<file path="src/rtl/alu_pkg.sv">
package alu_pkg;

  typedef enum logic [2:0] {
    OPC_NOP  = 3'b000,
    OPC_ADD  = 3'b001,
    OPC_AND  = 3'b010,
    OPC_XOR  = 3'b011,
    OPC_MUL  = 3'b100,
    OPC_NOP5 = 3'b101,
    OPC_NOP6 = 3'b110,
    OPC_CLR  = 3'b111
  } opc_e;

  typedef enum logic [1:0] {
    K_NONE = 2'd0,
    K_ONE  = 2'd1,
    K_MUL  = 2'd2,
    K_CLR  = 2'd3
  } op_kind_e;

  typedef enum logic [1:0] {
    S_IDLE = 2'd0,
    S_MUL  = 2'd1,
    S_REL  = 2'd2
  } ctrl_st_e;

  // Map an opcode onto the kind of work the controller must start.
  function automatic op_kind_e classify(input logic [2:0] opc);
    op_kind_e k;
    case (opc)
      OPC_ADD, OPC_AND, OPC_XOR: k = K_ONE;
      OPC_MUL:                   k = K_MUL;
      OPC_CLR:                   k = K_CLR;
      default:                   k = K_NONE;
    endcase
    return k;
  endfunction

endpackage

</file>
<file path="src/rtl/alu_logic_unit.sv">
module alu_logic_unit #(
  parameter int DW = 8,
  parameter int RW = 2 * DW
) (
  input  logic [DW-1:0] a,
  input  logic [DW-1:0] b,
  input  logic [2:0]    opc,
  output logic [RW-1:0] y
);
  import alu_pkg::*;

  // Full-width sum: carry lands in bit DW, upper bits zero.
  function automatic logic [RW-1:0] sum_ext(input logic [DW-1:0] x, input logic [DW-1:0] z);
    logic [DW:0] s;
    s = {1'b0, x} + {1'b0, z};
    return RW'(s);
  endfunction

  function automatic logic [RW-1:0] and_ext(input logic [DW-1:0] x, input logic [DW-1:0] z);
    return RW'(x & z);
  endfunction

  function automatic logic [RW-1:0] xor_ext(input logic [DW-1:0] x, input logic [DW-1:0] z);
    return RW'(x ^ z);
  endfunction

  always_comb begin
    case (opc)
      OPC_ADD: y = sum_ext(a, b);
      OPC_AND: y = and_ext(a, b);
      OPC_XOR: y = xor_ext(a, b);
      default: y = '0;
    endcase
  end

endmodule

</file>
<file path="src/rtl/alu_mul_seq.sv">
module alu_mul_seq #(
  parameter int DW  = 8,
  parameter int LAT = 3
) (
  input  logic            clk,
  input  logic            rst_n,
  input  logic            load,
  input  logic [DW-1:0]   a,
  input  logic [DW-1:0]   b,
  output logic            busy,
  output logic            fin,
  output logic [2*DW-1:0] prod
);
  localparam int PWD   = 2 * DW;
  localparam int STEPS = LAT - 1;
  localparam int CH    = (DW + STEPS - 1) / STEPS;
  localparam int BW    = CH * STEPS;
  localparam int SW    = (STEPS > 1) ? $clog2(STEPS) : 1;

  logic [DW-1:0]  mcand_q;
  logic [BW-1:0]  mplier_q;
  logic [BW-1:0]  b_pad;
  logic [PWD-1:0] acc_q;
  logic [SW-1:0]  step_q;
  logic           busy_q;
  logic [CH-1:0]  chunk;
  logic [PWD-1:0] part;
  logic           last_step;

  generate
    if (BW > DW) begin : g_pad
      assign b_pad = {{(BW-DW){1'b0}}, b};
    end else begin : g_nopad
      assign b_pad = b;
    end
  endgenerate

  // Multiplicand times one multiplier chunk, shift-and-add form.
  function automatic logic [PWD-1:0] chunk_mul(input logic [DW-1:0] m, input logic [CH-1:0] c);
    logic [PWD-1:0] s;
    s = '0;
    for (int i = 0; i < CH; i++) begin
      if (c[i]) s = s + (PWD'(m) << i);
    end
    return s;
  endfunction

  always_comb begin
    chunk     = mplier_q[int'(step_q)*CH +: CH];
    part      = chunk_mul(mcand_q, chunk) << (int'(step_q) * CH);
    last_step = (step_q == SW'(STEPS - 1));
  end

  assign busy = busy_q;
  assign fin  = busy_q && last_step;
  assign prod = acc_q + part;

  always_ff @(posedge clk) begin
    if (!rst_n) begin
      busy_q   <= 1'b0;
      step_q   <= '0;
      acc_q    <= '0;
      mcand_q  <= '0;
      mplier_q <= '0;
    end else if (load) begin
      busy_q   <= 1'b1;
      step_q   <= '0;
      acc_q    <= '0;
      mcand_q  <= a;
      mplier_q <= b_pad;
    end else if (busy_q) begin
      if (last_step) begin
        busy_q <= 1'b0;
        step_q <= '0;
      end else begin
        step_q <= step_q + 1'b1;
        acc_q  <= acc_q + part;
      end
    end
  end

endmodule

</file>
<file path="src/rtl/alu_seq_ctrl.sv">
module alu_seq_ctrl (
  input  logic              clk,
  input  logic              rst_n,
  input  logic              start,
  input  alu_pkg::op_kind_e kind,
  input  logic              mul_fin,
  output logic              take,
  output logic              fire_one,
  output logic              fire_mul,
  output logic              fire_clr,
  output logic              fire_nop,
  output logic              armed
);
  import alu_pkg::*;

  ctrl_st_e st_q, st_d;

  always_comb begin
    st_d     = st_q;
    take     = 1'b0;
    fire_one = 1'b0;
    fire_mul = 1'b0;
    fire_clr = 1'b0;
    fire_nop = 1'b0;
    case (st_q)
      S_IDLE: begin
        if (start) begin
          take = 1'b1;
          case (kind)
            K_ONE: begin fire_one = 1'b1; st_d = S_REL; end
            K_MUL: begin fire_mul = 1'b1; st_d = S_MUL; end
            K_CLR: begin fire_clr = 1'b1; st_d = S_REL; end
            default: begin fire_nop = 1'b1; st_d = S_REL; end
          endcase
        end
      end
      S_MUL: if (mul_fin) st_d = S_REL;
      S_REL: if (!start) st_d = S_IDLE;
      default: st_d = S_IDLE;
    endcase
  end

  assign armed = (st_q == S_IDLE);

  always_ff @(posedge clk) begin
    if (!rst_n) st_q <= S_IDLE;
    else        st_q <= st_d;
  end

endmodule

</file>
<file path="src/rtl/hs_alu_core.sv">
module hs_alu_core #(
  parameter int DW      = 8,
  parameter int MUL_LAT = 3,
  localparam int RW     = 2 * DW
) (
  input  logic          clk,
  input  logic          rst_n,
  input  logic [DW-1:0] opnd_a,
  input  logic [DW-1:0] opnd_b,
  input  logic [2:0]    opcode,
  input  logic          start,
  output logic          done,
  output logic [RW-1:0] result
);
  import alu_pkg::*;

  op_kind_e      kind;
  logic          take, fire_one, fire_mul, fire_clr, fire_nop, armed;
  logic          mul_busy, mul_fin;
  logic [RW-1:0] mul_prod, one_y;
  logic          done_q;
  logic [RW-1:0] result_q;

  assign kind = classify(opcode);

  alu_seq_ctrl u_ctrl (
    .clk      (clk),
    .rst_n    (rst_n),
    .start    (start),
    .kind     (kind),
    .mul_fin  (mul_fin),
    .take     (take),
    .fire_one (fire_one),
    .fire_mul (fire_mul),
    .fire_clr (fire_clr),
    .fire_nop (fire_nop),
    .armed    (armed)
  );

  alu_logic_unit #(.DW(DW), .RW(RW)) u_one (
    .a   (opnd_a),
    .b   (opnd_b),
    .opc (opcode),
    .y   (one_y)
  );

  alu_mul_seq #(.DW(DW), .LAT(MUL_LAT)) u_mul (
    .clk   (clk),
    .rst_n (rst_n),
    .load  (fire_mul),
    .a     (opnd_a),
    .b     (opnd_b),
    .busy  (mul_busy),
    .fin   (mul_fin),
    .prod  (mul_prod)
  );

  always_ff @(posedge clk) begin
    if (!rst_n) begin
      done_q   <= 1'b0;
      result_q <= '0;
    end else begin
      done_q <= fire_one | mul_fin;
      if (fire_one)      result_q <= one_y;
      else if (mul_fin)  result_q <= mul_prod;
      else if (fire_clr) result_q <= '0;
    end
  end

  assign done   = done_q;
  assign result = result_q;

endmodule

</file>
<file path="config.mk">
export PLATFORM = sky130hd
export DESIGN_NAME = hs_alu_core
export DESIGN_NICKNAME = d
export VERILOG_FILES = /design/src/rtl/alu_pkg.sv /design/src/rtl/alu_logic_unit.sv /design/src/rtl/alu_mul_seq.sv /design/src/rtl/alu_seq_ctrl.sv /design/src/rtl/hs_alu_core.sv
export SDC_FILE = /design/constraint.sdc
export NUM_CORES = 1
export LEC_CHECK = 0
export BUFFER_PORTS_ARGS = -buffer_cell sky130_fd_sc_hd__buf_2
export CAP_MARGIN = 40
export CORE_MARGIN = 2
export CORE_UTILIZATION = 55
export DETAILED_ROUTE_END_ITERATION = 10
export PLACE_DENSITY = 0.78
export SETUP_SLACK_MARGIN = 0.4
export SYNTH_ARGS = -nofsm -noshare
export SYNTH_HDL_FRONTEND = slang
export SYNTH_HIERARCHICAL = 1
export SYNTH_SLANG_ARGS = --single-unit
</file>
<file path="constraint.sdc">
create_clock -name clk -period 11.3 [get_ports clk]
set_clock_uncertainty 0.05 [all_clocks]
set_input_delay 0 -clock clk [delete_from_list [all_inputs] [get_ports clk]]
set_output_delay 0 -clock clk [all_outputs]
set_load 0.03 [all_outputs]
</file>
==> impl_metrics.yaml <==
setup_path:
  worstSetupStartpointType: "flop"
  worst_path_max_delay_cell: "fa_1"
  regToRegSetupSlack_ns: 3.89
  worst_path_dominant_cell_family: "compound AO/OA/AOI/OAI gates"
  r2r-start: "u_mul/last_step"
  worstSetupEndpointType: "flop"
  setup.worst_path.class: "reg -> reg"
  critical_path.max_stage_delay_ns: 0.48
  crit_path_start: "u_mul/last_step"
  cp_data_required_time_ns: 11.51
  cp_max_fo: 23
  r2r_end: "result[14]"
  timing.reg2reg.worst_path_depth: 32
  cp_num_buf_inv: 2
  critPathArrivalTime_ns: 7.62
yosys:
  postSynthAreaPerCell_um2: 8.05
  syn_inst: 668
  yosys_warnings: 6
  syn_std_cell_area_um2: 5380
flow_run:
  drv_cap: 0
power_and_ir_drop:
  total_power_uw: 446
  comb_power_share_pct: 24.4
  power_frac_seq_pct: 45.2
  power.ir.vdd_worst_mv: 0.0648
  power.density_nw_per_um2: 76.1
  power_switching_uw: 141
  internal_power_uw: 305
  swShare_pct: 31.5
  power.clock.fraction_pct: 30.4
  leakage_component_of_the_power_uw: 0.00256
finish:
  antenna_cells_inserted: 0
  finalNetCount: 778
  layout_cells_sized_above_1_pct: 12.5
  num-fill-cells: 878
  final_cell_count_no_fill: 838
  syn2layout_area_growth_pct: 9.15
route:
  final_antenna_net_count: 0
  detail_route.drc_violations: 0
  drtIter0Drc: 276
  route.detailed.vias_per_inst: 6.16
  vias: 5159
  wl_per_cell_um: 17.2
  firstDrtPassIters: 5
  drt-total-wl_um: 14400
placement:
  final_weighted_congestion_of_routability_driven_global_placement: 0.952
  io_buffers: 38
  placed_cells_incl_taps: 812
  place_hpwl_um: 10500
global_routing:
  grt.met1_usage_pct: 35.9
  grt_start_max_net_pins: 39
  wire_length_of_the_first_global_routing_pass_um: 23700
  antenna_found_initial: 0
  via_count_of_the_first_global_routing_pass: 4983
  global_route.usage.met2_pct: 48.9
  gr_layer_usage_met3_pct: 4.00
  groute.usage.overall_pct: 28.1
  global_route.overflow_total: 0
  busiest_layer: "met2"
floorplanning:
  dieArea_um2: 10600
  num_rows: 36
  effective_utilization_at_floorplan_pct: 55.8
  floorplan.die.height_um: 103
  core_region_area_um2: 9640
  floorplan.die.width_um: 103
  top_ports: 39
sta:
  slew_violations: 0
  final-setup-viol-count: 0
  min_period_ns: 7.41
  hold_violations: 0
  period_share_pct: 65.6
  worst-slew-pin-transition_ns: 0.844
  rsz0062_at_grt: "no"
  final.setup.tns_ns: 0
  timing.fmax_ghz: 0.135
  max-slew-margin-rel_pct: 43.4
clock_tree:
  number_of_h_tree_levels: 2
  ctsRootBufferMaster: "clkbuf_8"
  cts.hold.buffers_added: 17
  cts.reportedPaths.clkPinSlew_ns: 0.11
  cts_tree: "yes"
  cts-buffers-inserted: 5
  cts_setup_buffers: 0
  clockBufferDepth: 2
  post_cts_resized: 0
  worst_skew_pair.late_latency_ns: 0.32
  cts.sinks: 53
min_path:
  min_delay_worst_endpoint: "result[4]"
  hp-start: "opcode[2]"
  hold_path_class: "in -> reg"
  whs_path_depth: 4
run_status:
  status: "finished clean"
==> metal layers <==
layer	vias up	wire, um
li1	2528	-
met3	37	660
met4	0	397
met5	-	0
met2	171	6950
met1	2423	6360
==> how the worst max path moves through the flow <==
| stage | cells after the start | to | slack [ns] |
|---|---|---|---|
| 6_report | 32 | result[14] | 3.89 |
| 5_1_grt | 32 | result[14] | 3.35 |
| 4_1_cts | 31 | result[14] | 3.51 |
| 3_5_place_dp | 31 | result[14] | 3.55 |
| 3_3_place_gp | 32 | result[15] | 3.88 |
| 2_1_floorplan | 34 | result[15] | 4.88 |
==> power groups by stage <==
| stage | combinational [uW] | clock (uW) | sequential [uW] |
|---|---|---|---|
| floorplan | 69.4 | 0 | 215 |
| global placement | 97.6 | 0 | 207 |
| detailed placement | 100 | 0 | 207 |
| CTS | 105 | 139 | 203 |
| global route | 118 | 148 | 203 |
| finish | 109 | 135 | 202 |
==> cells in the final DEF (no fill, tap or decap), types with 12 or more instances in the layout <==
cell type / instances
nand2b_1: 12
nand3_1: 14
a221oi_1: 16
nor2b_1: 29
inv_1: 22
nor2_1: 62
a21o_1: 15
xor2_1: 12
buf_2: 38
xnor2_1: 16
or3_1: 12
dfxtp_1: 53
o21a_1: 13
a21oi_1: 44
nor3_1: 13
nand2_1: 47
o21ai_0: 32
mux2i_1: 24
o21ai_1: 17
dlygate4sd3_1: 17
ha_1: 47
==> sequential cells by signal (all words and copies together) (netlist names) <==
signal / cells
u_ctrl/st_q: 2
u_mul/busy: 1
u_mul/last_step: 1
result: 16
u_mul/mcand_q: 8
u_mul/acc_q: 16
u_mul/mplier_q: 8
done: 1
==> worst reg2reg max path: cells and delay by family (launching register included) <==
kind,cells,cell delay (ns)
mux,1,0.39
simple gates,10,1.44
xor+xnor,4,0.85
compound gates,10,2.21
flops,1,0.37
fa+ha+maj,5,1.78
buf+inv,2,0.27
==> layout make-up <==
| cell class | instances | area (um2) | area share, % |
|---|---|---|---|
| inverter | 24 | 90.1 | 1.54 |
| clock inverter | 3 | 48.8 | 0.832 |
| sequential | 53 | 1060 | 18.1 |
| multi-input combinational | 560 | 4030 | 68.6 |
| timing repair buffer | 60 | 405 | 6.91 |
| clock buffer | 5 | 68.8 | 1.17 |
| tap | 133 | 166 | 2.84 |
==> stage by stage <==
step / instance area [um2] / hold slack (ns) / utilization (%) / worst slack [ns]
6_report: 5870 / 0.137 / 60.9 / 3.89
5_1_grt: 5870 / 0.162 / 60.9 / 3.35
4_1_cts: 5850 / 0.129 / 60.7 / 3.51
3_5_place_dp: 5560 / 0.242 / 57.7 / 3.55
3_3_place_gp: 5560 / 0.227 / 57.6 / 3.88
2_1_floorplan: 5400 / 0.0782 / - / 4.88
No activity file was read; power rests on OpenSTA's default activity.
